### src/rtl/push_dec_pkg.sv
package push_dec_pkg;

    typedef enum logic [1:0] {
        CLS_GPR = 2'd0,
        CLS_MEM = 2'd1,
        CLS_SEG = 2'd2,
        CLS_IMM = 2'd3
    } op_class_e;

    typedef enum logic [1:0] {
        ST_OPCODE = 2'd0,
        ST_ESCAPE = 2'd1,
        ST_MODRM  = 2'd2
    } dec_state_e;

    localparam logic [7:0] OPC_ESCAPE  = 8'h0F;
    localparam logic [7:0] OPC_GROUP   = 8'hFF;
    localparam logic [7:0] OPC_IMM8    = 8'h6A;
    localparam logic [7:0] OPC_IMMW    = 8'h68;
    localparam logic [4:0] OPC_GPR_HI  = 5'b01010;
    localparam logic [2:0] GROUP_PUSH  = 3'd6;
    localparam logic [2:0] SEG2_BASE   = 3'd4;

endpackage

### src/rtl/push_first_byte.sv
module push_first_byte
    import push_dec_pkg::*;
#(
    parameter int IMM_W = 3,
    parameter int LEN_W = 4
) (
    input  logic [7:0]       opc,
    input  logic             size32,
    output logic             complete,
    output logic             escape,
    output logic             group,
    output op_class_e        cls,
    output logic [2:0]       idx,
    output logic [IMM_W-1:0] imm,
    output logic [LEN_W-1:0] len
);

    localparam logic [IMM_W-1:0] IMM_ONE  = IMM_W'(1);
    localparam logic [IMM_W-1:0] IMM_WORD = IMM_W'(2);
    localparam logic [IMM_W-1:0] IMM_DWRD = IMM_W'(4);

    always_comb begin
        complete = 1'b0;
        escape   = 1'b0;
        group    = 1'b0;
        cls      = CLS_GPR;
        idx      = 3'd0;
        imm      = '0;
        len      = LEN_W'(1);
        if (opc[7:3] == OPC_GPR_HI) begin
            complete = 1'b1;
            idx      = opc[2:0];
        end else if (opc[7:5] == 3'b000 && opc[2:0] == 3'b110) begin
            complete = 1'b1;
            cls      = CLS_SEG;
            idx      = {1'b0, opc[4:3]};
        end else if (opc == OPC_IMM8) begin
            complete = 1'b1;
            cls      = CLS_IMM;
            imm      = IMM_ONE;
            len      = LEN_W'(1) + LEN_W'(IMM_ONE);
        end else if (opc == OPC_IMMW) begin
            complete = 1'b1;
            cls      = CLS_IMM;
            imm      = size32 ? IMM_DWRD : IMM_WORD;
            len      = LEN_W'(1) + LEN_W'(size32 ? IMM_DWRD : IMM_WORD);
        end else if (opc == OPC_ESCAPE) begin
            escape = 1'b1;
        end else if (opc == OPC_GROUP) begin
            group = 1'b1;
        end
    end

endmodule

### src/rtl/push_modrm_len.sv
module push_modrm_len
    import push_dec_pkg::*;
#(
    parameter int LEN_W = 4
) (
    input  logic [7:0]       modrm,
    input  logic             size32,
    output logic             is_push,
    output logic             reg_form,
    output logic [LEN_W-1:0] len
);

    localparam logic [LEN_W-1:0] BASE_LEN = LEN_W'(2);

    logic [1:0]       mod_f;
    logic [2:0]       rm_f;
    logic [LEN_W-1:0] full_disp;
    logic [LEN_W-1:0] disp;

    assign mod_f     = modrm[7:6];
    assign rm_f      = modrm[2:0];
    assign is_push   = (modrm[5:3] == GROUP_PUSH);
    assign reg_form  = (mod_f == 2'b11);
    assign full_disp = size32 ? LEN_W'(4) : LEN_W'(2);

    always_comb begin
        unique case (mod_f)
            2'b00:   disp = (rm_f == 3'b101) ? full_disp : '0;
            2'b01:   disp = LEN_W'(1);
            2'b10:   disp = full_disp;
            default: disp = '0;
        endcase
        len = BASE_LEN + disp;
    end

endmodule

### src/rtl/push_decoder.sv
module push_decoder
    import push_dec_pkg::*;
#(
    parameter int IMM_W = 3,
    parameter int LEN_W = 4
) (
    input  logic             clk,
    input  logic             rst_n,
    input  logic             byte_valid,
    input  logic [7:0]       byte_in,
    input  logic             size32,
    output logic             done,
    output logic             not_push,
    output logic [1:0]       op_class,
    output logic [2:0]       reg_idx,
    output logic [IMM_W-1:0] imm_bytes,
    output logic [LEN_W-1:0] insn_len
);

    typedef struct packed {
        dec_state_e       state;
        logic             done;
        logic             not_push;
        op_class_e        cls;
        logic [2:0]       idx;
        logic [IMM_W-1:0] imm;
        logic [LEN_W-1:0] len;
    } dec_regs_t;

    localparam dec_regs_t REGS_RESET = '{
        state: ST_OPCODE, done: 1'b0, not_push: 1'b0, cls: CLS_GPR,
        idx: 3'd0, imm: '0, len: '0
    };

    dec_regs_t regs_d, regs_q;

    logic             fb_complete, fb_escape, fb_group;
    op_class_e        fb_cls;
    logic [2:0]       fb_idx;
    logic [IMM_W-1:0] fb_imm;
    logic [LEN_W-1:0] fb_len;

    logic             mr_push, mr_reg;
    logic [LEN_W-1:0] mr_len;

    push_first_byte #(.IMM_W(IMM_W), .LEN_W(LEN_W)) u_first (
        .opc      (byte_in),
        .size32   (size32),
        .complete (fb_complete),
        .escape   (fb_escape),
        .group    (fb_group),
        .cls      (fb_cls),
        .idx      (fb_idx),
        .imm      (fb_imm),
        .len      (fb_len)
    );

    push_modrm_len #(.LEN_W(LEN_W)) u_modrm (
        .modrm    (byte_in),
        .size32   (size32),
        .is_push  (mr_push),
        .reg_form (mr_reg),
        .len      (mr_len)
    );

    always_comb begin
        regs_d          = regs_q;
        regs_d.done     = 1'b0;
        regs_d.not_push = 1'b0;
        if (byte_valid) begin
            unique case (regs_q.state)
                ST_OPCODE: begin
                    if (fb_complete) begin
                        regs_d.done = 1'b1;
                        regs_d.cls  = fb_cls;
                        regs_d.idx  = fb_idx;
                        regs_d.imm  = fb_imm;
                        regs_d.len  = fb_len;
                    end else if (fb_escape) begin
                        regs_d.state = ST_ESCAPE;
                    end else if (fb_group) begin
                        regs_d.state = ST_MODRM;
                    end else begin
                        regs_d.not_push = 1'b1;
                    end
                end
                ST_ESCAPE: begin
                    regs_d.state = ST_OPCODE;
                    if ((byte_in & 8'hF7) == 8'hA0) begin
                        regs_d.done = 1'b1;
                        regs_d.cls  = CLS_SEG;
                        regs_d.idx  = SEG2_BASE + {2'b00, byte_in[3]};
                        regs_d.imm  = '0;
                        regs_d.len  = LEN_W'(2);
                    end else begin
                        regs_d.not_push = 1'b1;
                    end
                end
                ST_MODRM: begin
                    regs_d.state = ST_OPCODE;
                    if (mr_push) begin
                        regs_d.done = 1'b1;
                        regs_d.cls  = mr_reg ? CLS_GPR : CLS_MEM;
                        regs_d.idx  = byte_in[2:0];
                        regs_d.imm  = '0;
                        regs_d.len  = mr_len;
                    end else begin
                        regs_d.not_push = 1'b1;
                    end
                end
                default: begin
                    regs_d.state = ST_OPCODE;
                end
            endcase
        end
    end

    always_ff @(posedge clk) begin
        if (!rst_n) regs_q <= REGS_RESET;
        else        regs_q <= regs_d;
    end

    assign done      = regs_q.done;
    assign not_push  = regs_q.not_push;
    assign op_class  = regs_q.cls;
    assign reg_idx   = regs_q.idx;
    assign imm_bytes = regs_q.imm;
    assign insn_len  = regs_q.len;

endmodule

### config.mk
export PLATFORM = sky130hd
export DESIGN_NAME = push_decoder
export DESIGN_NICKNAME = d
export VERILOG_FILES = /design/src/rtl/push_dec_pkg.sv /design/src/rtl/push_first_byte.sv /design/src/rtl/push_modrm_len.sv /design/src/rtl/push_decoder.sv
export SDC_FILE = /design/constraint.sdc
export NUM_CORES = 1
export LEC_CHECK = 0
export BUFFER_PORTS_ARGS = -buffer_cell sky130_fd_sc_hd__buf_2
export CORE_MARGIN = 4
export CORE_UTILIZATION = 53
export CTS_BUF_LIST = sky130_fd_sc_hd__clkbuf_16
export CTS_CLUSTER_DIAMETER = 150
export CTS_CLUSTER_SIZE = 14
export DETAILED_ROUTE_END_ITERATION = 8
export GPL_TIMING_DRIVEN = 1
export PLACE_DENSITY = 0.78
export SLEW_MARGIN = 0
export SYNTH_ARGS = -nofsm -noshare
export SYNTH_HDL_FRONTEND = slang
export SYNTH_HIERARCHICAL = 1
export SYNTH_SLANG_ARGS = --single-unit
### constraint.sdc
create_clock -name clk -period 2.76 [get_ports clk]
set_clock_uncertainty 0.2 [all_clocks]
set_input_delay 0.414 -clock clk [delete_from_list [all_inputs] [get_ports clk]]
set_output_delay 0.414 -clock clk [all_outputs]
set_load 0.005 [all_outputs]
==> results of run 1 <==
## worst register-to-register path, stage by stage, from the launching register on
cell,delay [ns]
dfxtp_1,0.51
or4_4,0.63
o22ai_4,0.22
and2_1,0.19
buf_4,0.17
mux2i_1,0.20
## power by group through the flow
stage          clock, mW  combinational [mW]  sequential, mW
2_1_floorplan          0              0.0319           0.238
3_3_place_gp           0              0.0530           0.238
3_5_place_dp           0              0.0550           0.238
4_1_cts            0.278              0.0555           0.234
5_1_grt            0.293              0.0615           0.234
6_report           0.280              0.0556           0.234
## cell type report
cell class / instances / area (µm²)
multi-input combinational: 105 / 702
clock buffer: 3 / 75.1
timing repair buffer: 28 / 148
clock inverter: 1 / 3.75
inverter: 7 / 27.5
tap: 28 / 35.0
sequential: 16 / 320
fill: 207 / 880
## kinds of logic after synthesis
| kind of cell | share of synthesized area |
|---|---|
| adder cells (fa/ha/maj) | 0.0104 |
| flip-flops | 0.265 |
| AO/OA/AOI/OAI | 0.107 |
| buffers and inverters | 0.153 |
| multiplexers | 0.137 |
| other | 0.00311 |
| AND/OR/NAND/NOR | 0.324 |
## routing by layer
metal,share of wire,track usage
met1,0.47,0.208
met2,0.45,0.238
met3,0.055,0.0278
met4,0.020,0.0833
met5,0,0
## flip-flops by register name, summed over array words and instances (netlist names)
register	count
insn_len	4
regs_q	2
not_push	1
reg_idx	3
done	1
op_class	2
imm_bytes	3
## cell usage in the layout (no fill, tap or decap), drive strengths merged, types with 2 or more instances in the layout
master	n
mux2i	12
nor2b	4
nand3	5
clkinv	2
a21oi	3
inv	6
or4	2
nand2b	2
mux2	4
dfxtp	16
and3	2
buf	28
nand4	4
nor3b	2
o21ai	6
nor3	2
clkbuf	3
nand3b	3
nand2	25
o311ai	2
or3	4
and2	3
a21boi	3
nor2	7
## stage by stage
stage | cell area [µm²] | utilization | cells | total power [mW]
2_1_floorplan | 1210 | - | 150 | 0.270
3_3_place_gp | 1230 | 0.563 | 184 | 0.291
3_5_place_dp | 1230 | 0.563 | 184 | 0.293
4_1_cts | 1310 | 0.599 | 188 | 0.568
5_1_grt | 1310 | 0.599 | 188 | 0.589
6_report | 1310 | 0.599 | 188 | 0.569
## worst min-delay path by stage
| stage | from | to | slack (ns) | depth (start not counted) |
|---|---|---|---|---|
| global placement | op_class[0] | op_class[0] | 0.24 | 2 |
| CTS | reg_idx[0] | reg_idx[0] | 0.25 | 2 |
| finish | reg_idx[0] | reg_idx[0] | 0.25 | 2 |
| floorplan | op_class[0] | op_class[0] | 0.23 | 2 |
| detailed placement | reg_idx[0] | reg_idx[0] | 0.24 | 2 |
| global route | op_class[0] | op_class[0] | 0.28 | 2 |
==> impl_results.md, run 1 <==
- Sequential fraction of design power: 0.410
- CTS tree: yes
- Nets@finish: roughly 170
- Max stage delay cell, worst path: or3_4
- Worst path bufs/invs: 2
- Final Hold Slack: 0.253 ns
- GR Overflow Total: 0
- Routability Congestion: ~0.81
- Async set-reset flop share out of synthesis: 0
- Status: completed
- Count of warnings emitted by yosys: 6
- Core box area: about 2200 µm²
- Die Area: just over 3000 µm²
- First element of the critical path: byte_in[6]
- Max Freq: 433 MHz
- CP Depth: 9
- Clk_lat worst skew: roughly 0.24 ns
- Cts repair resizes: 0
- Die Y: between 50 and 60 µm
- Worst Hold Class: reg2reg
- Via count: ~1000
- Level count of the clock H-tree: 1
- Top-count cell post-synth: nand2_1
- Hold Buf Count CTS: 0
- Period Utilization, post-route: 0.836
- Pwr dens: roughly 430 nW/µm²
- Critical Path End: insn_len[2]
- # rows: 17
- Synth unique cells: 42
- Sequential share of the synthesized area: 0.265
- Final worst-path setup slack: about 0.45 ns
- Critical path class: in2reg
- Setup-failing EPs final: 0
- Via-per-instance ratio: 5.44
- Worst-Margin Slew: roughly 0.64 ns
- I/O pins: 26
- Share of the synthesized area in the top cell type: 0.265
- Synth Register Bits: 16
- Pre-Repair DR Iteration Count: 4
- Critical R2R Launch: regs_q[15]
- Number of synthesized flops with an enable pin: 0
- Detailed-placement wirelength estimate: ~1800 µm
- Min Tclk post-route: 2.31 ns
- Critical Path Start Type: input pin
- Vias in the first global route: approximately 900
- # diodes: 0
- CTS max path bufs: 2
- Setup crit end kind: flip-flop
- Net Sw Frac: 0.214
- CP Max Fanout: 10
- Reg2Reg Depth: 5
- Max-cap violation count: 0
- Clock sinks: 16
- GRT Util Overall: 0.156
- Req. time, crit path: around 2.7 ns
- RSZ-0062 raised after global routing: false
- DRC errors left: 0
- Post-route antenna net violation count: 0
- Largest net degree at the start of global routing: 24
- Mapped Nets: about 160
- VDD IR-drop max: 339 µV
- Area delta synth->final: 8.60%
- Initial DRC Count: 26
- Mapped Cells: 150
- Pre-CTS WS: around 0.21 ns
- Hold Fails Final Rpt: 0
- Max-slew violations: 0
- Initial antenna violation count: 0
- Fraction of layout cells with a size suffix above 1: 0.256
- R2r setup slk: about 0.57 ns
- Num CTS Buffers: 3
- Pint: between 400 and 500 µW
- Postcts setup bufs: 0
- Ys flop type: dfxtp_1
- P_leak: about 0.57 nW
- Post-synth top cells: nand2_1, dfxtp_1, buf_4
- Die width: roughly 56 µm
- Sw power: 122 µW
- TNS Setup: 0 ns
- Logic gate share of total power: 0.098
- I/O Buffers: 25
- Initial Utilization: 0.551
- Area of the mapped netlist: approximately 1200 µm²
- Clk pin slew, worst setup/hold paths: approximately 0.05 ns
- Drt total wl: ~2400 µm
- CP arrival: 2.28 ns
- First-pass GRT wire length: around 3900 µm
- DR WL/cell: between 10 and 15 µm
- Syn avg cell area: ~8.0 µm²
- Crit-path cells: buf_2 > or3_1 > or3_4 > nand3_1 > or3_1 > and2_1 > and2_1 > buf_4 > mux2i_1
- Rel. slew slack: 0.572
- Family with the most delay on the worst path: simple AND/OR/NAND/NOR gates
- Slowest cell delay on critical path: around 0.4 ns
- Reg2reg end: insn_len[2]
- Synth area leaders: dfxtp_1, mux2i_1, buf_4
- Top cell type by total area after synthesis: dfxtp_1
- Clock power share: 0.492
- Clock root buffer: clkbuf_16
Power figures use the tool's default switching activity.
==> run 2: changes to the inputs <==
Settings changed: ABC_AREA set to 1, CORE_ASPECT_RATIO set to 0.5, CORE_UTILIZATION 53 to 50, PLACE_DENSITY 0.78 to 0.76.
Clock period 2.76 ns to 1.87 ns, I/O delays scaled along.
==> impl_results.md, run 2 <==
- Status: completed
- Clock sinks: 16
- Critical path class: reg2reg
- Placed Area: between 1000 and 1500 µm²
- Worst Hold Class: in2reg
- Critical R2R Launch: regs_q[14]
- GR Overflow Total: 0
- Post-synthesis simple-gate area fraction: 0.457
- First element of the critical path: regs_q[14]
- Nets@finish: around 270
- Hold Buf Count CTS: 0
- Die width: 81.8 µm
- Largest net degree at the start of global routing: 21
- Postcts setup bufs: 0
- Initial antenna violation count: 0
- Post-synth top cells: nand2_1, nor2_1, inv_1
- Die Y: 44.9 µm
- Area delta synth->final: 15.1%
- Most common cell after layout, fill and taps aside: nand2_1
- Pwr dens: a little over 600 nW/µm²
- Initial DRC Count: between 100 and 150
- Clk pin slew, worst setup/hold paths: approximately 0.050 ns
- Top-count cell post-synth: nand2_1
- DR WL/cell: about 10 µm
- Slowest cell delay on critical path: roughly 0.49 ns
- Reg2Reg Depth: 9
- Max Freq: about 600 MHz
- Via-per-instance ratio: between 4 and 5
- Area of the mapped netlist: ~1400 µm²
- Period Utilization, post-route: 0.903
- Share of the synthesized area in the top cell type: 0.236
- Drt total wl: 2930 µm
- Non-Filler Cell Area, Final: between 1500 and 2000 µm²
- Post-route antenna net violation count: 0
- Mux share of post-synthesis cell area: 0
- Critical Path End: imm_bytes[0]
- Top cell type by total area after synthesis: dfxtp_1
- FILL cells: 258
- Setup crit end kind: flip-flop
- Crit-path cells: inv_2 > nand2_2 > nor2_1 > nor2_2 > nand3_2 > buf_12 > nand2_1 > inv_1 > nor2_1
- First-pass GRT wire length: slightly above 5000 µm
- Num CTS Buffers: 3
- Critical path's most frequent cell: nor2_1
- I/O Buffers: 25
- Core box area: 2600 µm²
- Synth area leaders: dfxtp_1, nand2_1, nor2_1
- Sequential share of the synthesized area: 0.236
- RSZ-0062 raised after global routing: false
- CTS tree: yes
- CP arrival: roughly 1.7 ns
- Most frequent cells in the layout: nand2_1, nor2_1, inv_1, buf_2, dfxtp_1
- Max-slew violations: 0
- Final worst-path setup slack: about 0.18 ns
- # rows: 13
- Synth Area in Adders: 0.00920
- Mapped Nets: ~250
- Hold Fails Final Rpt: 0
- Max FFs per register: 4
- P_leak: ~0.88 nW
- Clock root buffer: clkbuf_16
- GRT Util Overall: 0.175
- Ys flop type: dfxtp_1
- Critical Path Start Type: flip-flop
- Level count of the clock H-tree: 1
- Reg2reg end: imm_bytes[0]
- VDD IR-drop max: 322 µV
- Pre-CTS WS: 0.0251 ns
- Routability Congestion: between 0.8 and 0.9
- Synth Area in Compound Gates: 0.0800
- Mapped Cells: between 200 and 250
- TNS Setup: 0 ns
- DRC errors left: 0
- Max stage delay cell, worst path: dfxtp_1
- Initial Utilization: 0.523
- Max-cap violation count: 0
- Fraction of layout cells with a size suffix above 1: 0.248
- CP Max Fanout: 20
- XOR/XNOR Fraction of Synth Area: 0
- CTS max path bufs: 2
- Number of synthesized flops with an enable pin: 0
- Req. time, crit path: 1.84 ns
- Detailed-placement wirelength estimate: 2370 µm
- I/O pins: 26
- Min Tclk post-route: roughly 1.7 ns
- Setup-failing EPs final: 0
- Count of warnings emitted by yosys: 6
- Syn avg cell area: about 6 µm²
- Synth unique cells: 25
- Clk_lat worst skew: 0.24 ns
- Largest family of logic cells by synthesized area: simple AND/OR/NAND/NOR gates
- Vias in the first global route: 1196
- R2r setup slk: roughly 0.18 ns
- Async set-reset flop share out of synthesis: 0
- Synth Register Bits: 16
- Die Area: around 3700 µm²
- Via count: 1318
- # diodes: 0
- Pre-Repair DR Iteration Count: 4
-- run 2: cell count changes in the layout (fill, tap and decap cells not counted), moves of 5 or more --
cell | previous run | this run
nand2_2 | 0 | 6
inv_1 | 6 | 38
buf_4 | 3 | 9
nor2_1 | 7 | 43
mux2i_1 | 12 | 0
o21ai_0 | 3 | 8
nand2_1 | 25 | 61
nor2_2 | 0 | 7
-- run 2: cell type report --
class	count	area [µm²]	area share
Multi-Input combinational cell	157	749	0.479
Sequential cell	16	320	0.205
Timing Repair Buffer	35	213	0.136
Inverter	42	158	0.101
Clock buffer	3	75.1	0.0480
Tap cell	37	46.3	0.0296
Clock inverter	1	3.75	0.00240
-- run 2: worst max-delay path, delay by kind of cell (launching register included) --
kind	cells	cell delay, ns
buf+inv	3	0.33
simple gates	6	0.60
flops	1	0.49
-- run 2: through the flow --
step                total power [mW]   util  std cells  hold WS, ns
global route                    1.00  0.601        291        0.173
floorplan                      0.499      -        233        0.201
CTS                            0.960  0.600        291        0.135
finish                         0.956  0.601        291        0.143
detailed placement             0.554  0.570        287        0.302
global placement               0.551  0.570        287        0.294
-- run 2: kinds of logic (layout without fill, tap and decap cells) --
group | Yosys count | in the layout
compound gates | 16 | 16
buf+inv | 60 | 81
flops | 16 | 16
fa+ha+maj | 1 | 1
other cells | 1 | 1
simple gates | 139 | 139
-- run 2: timing repair --
action,CTS,global route
hold endpoints to repair,0,0
setup endpoints to repair,0,4
resized for setup,0,1
-- run 2: worst min path at each step --
stage | from | to | slack (ns) | cells after the start
3_5_place_dp | imm_bytes[1] | imm_bytes[1] | 0.30 | 4
2_1_floorplan | rst_n | imm_bytes[2] | 0.20 | 2
6_report | byte_valid | regs_q[14] | 0.14 | 2
5_1_grt | byte_valid | regs_q[14] | 0.17 | 2
4_1_cts | byte_valid | regs_q[14] | 0.14 | 2
3_3_place_gp | op_class[0] | op_class[0] | 0.29 | 4
-- run 2: power by group --
part           total (mW)  internal (mW)  leakage (nW)  switching [mW]
registers           0.368          0.359         0.130         0.00948
clock network       0.407          0.283        0.0385           0.124
logic               0.180         0.0722         0.712           0.108
-- run 2: layer usage --
metal | vias to the layer above | global-route usage | wire, µm
met4 | 0 | 0.0530 | 31
li1 | 723 | - | -
met5 | - | 0 | 0
met1 | 565 | 0.247 | 1510
met2 | 26 | 0.283 | 1260
met3 | 4 | 0.0199 | 126
==> run 3: changes to the inputs <==
Settings changed: RECOVER_POWER set to 25.
==> impl_results.md, run 3 (synthesis results as in run 2) <==
- Status: completed
- Slowest cell delay on critical path: ~0.50 ns
- CTS max path bufs: 2
- FILL cells: between 200 and 300
- Crit-path cells: inv_2 > nand2_2 > nor2_1 > nor2_2 > nand3_2 > buf_12 > nand2_1 > inv_1 > nor2_1
- Largest net degree at the start of global routing: 21
- CTS tree: yes
- P_leak: ~0.86 nW
- GRT Util Overall: 0.175
- Die Y: ~45 µm
- Most frequent cells in the layout: nand2_1, nor2_1, inv_1, buf_2, dfxtp_1
- Routability Congestion: around 0.86
- Detailed-placement wirelength estimate: 2370 µm
- Period Utilization, post-route: 0.906
- CP arrival: approximately 1.7 ns
- Fraction of layout cells with a size suffix above 1: 0.232
- Critical R2R Launch: regs_q[14]
- Setup crit end kind: flip-flop
- Final worst-path setup slack: 0.176 ns
- HP Start: byte_valid
- Nets@finish: between 200 and 300
- FF+latch area: 320 µm²
- RSZ-0062 raised after global routing: false
- Critical path's most frequent cell: nor2_1
- Critical Path End: imm_bytes[0]
- Reg2Reg Depth: 9
- Setup-failing EPs final: 0
- Final Hold Slack: approximately 0.14 ns
- Max-slew violations: 0
- Min Tclk post-route: 1.69 ns
- Hold Fails Final Rpt: 0
- Initial DRC Count: 89
- Die Area: around 3700 µm²
- Die width: roughly 80 µm
- Most common cell after layout, fill and taps aside: nand2_1
- Initial Utilization: 0.523
- Post-Place Cells: 287
- Max stage delay cell, worst path: dfxtp_1
- CP Max Fanout: 20
- Num CTS Buffers: 3
- I/O Buffers: 25
- Via count: around 1300
- Pwr dens: 610 nW/µm²
- Clk pin slew, worst setup/hold paths: approximately 0.05 ns
- Area delta synth->final: 14.7%
- Pre-CTS WS: around 0.025 ns
- Max Freq: about 590 MHz
- First element of the critical path: regs_q[14]
- Final Util: 0.600
- Reg2reg end: imm_bytes[0]
- Core box area: 2600 µm²
- Via-per-instance ratio: around 4.6
- DRC errors left: 0
- Finished Layout Cells: about 290
- Level count of the clock H-tree: 1
- First-pass GRT wire length: 5090 µm
- Max-cap violation count: 0
- R2r setup slk: ~0.18 ns
- VDD IR-drop max: 319 µV
- GR Overflow Total: 0
- # diodes: 0
- DR WL/cell: 10.0 µm
- Postcts setup bufs: 0
- Pre-Repair DR Iteration Count: 4
- I/O pins: 26
- Critical path class: reg2reg
- Multi-input logic area: between 700 and 800 µm²
- Req. time, crit path: ~1.8 ns
- TNS Setup: 0 ns
- Drt total wl: 2920 µm
- Post-route antenna net violation count: 0
- Vias in the first global route: approximately 1200
- Initial antenna violation count: 0
- Max FFs per register: 4
- Clk_lat worst skew: approximately 0.24 ns
- Worst Hold Class: in2reg
- Clock root buffer: clkbuf_16
- Clock sinks: 16
- Critical Path Start Type: flip-flop
- # rows: 13
==> run 3: worst min path at each step <==
stage | end | slack (ns) | depth (start not counted)
after floorplan | imm_bytes[2] | 0.20 | 2
after global placement | op_class[0] | 0.29 | 4
after detailed placement | imm_bytes[1] | 0.30 | 4
after CTS | regs_q[14] | 0.14 | 2
after global routing | regs_q[14] | 0.17 | 2
final | regs_q[14] | 0.14 | 2
==> run 3: power breakdown <==
group | leakage, nW | switching [mW] | internal, mW
logic | 0.695 | 0.108 | 0.0710
clock network | 0.0385 | 0.121 | 0.283
registers | 0.130 | 0.00972 | 0.359
==> run 3: final cells by class <==
type                            instances  share of cell area
Clock buffer                            3              0.0481
Clock inverter                          1             0.00241
Inverter                               42               0.101
Multi-Input combinational cell        157               0.480
Sequential cell                        16               0.205
Tap cell                               37              0.0297
Timing Repair Buffer                   35               0.133
==> run 3: critical path, delay by kind of cell (launching register included) <==
family / cells / cell delay (ns)
and+or+nand+nor: 6 / 0.60
DFF: 1 / 0.50
buffers and inverters: 3 / 0.33
==> run 3: stage by stage <==
step                      total power [mW]  instance area [µm²]
after global placement               0.551                 1480
after detailed placement             0.554                 1480
after global routing                  1.00                 1560
after CTS                            0.960                 1560
after floorplan                      0.499                 1360
final                                0.952                 1560
==> run 3: what timing repair did <==
item,4_1_cts,5_1_grt
hold buffers,0,0
setup endpoints to repair,0,4
resized for setup,0,1
==> run 3: layer usage <==
| layer | routed length, µm | track usage |
|---|---|---|
| met5 | 0 | 0 |
| met4 | 31 | 0.0530 |
| met3 | 156 | 0.0199 |
| met2 | 1270 | 0.283 |
| met1 | 1470 | 0.247 |
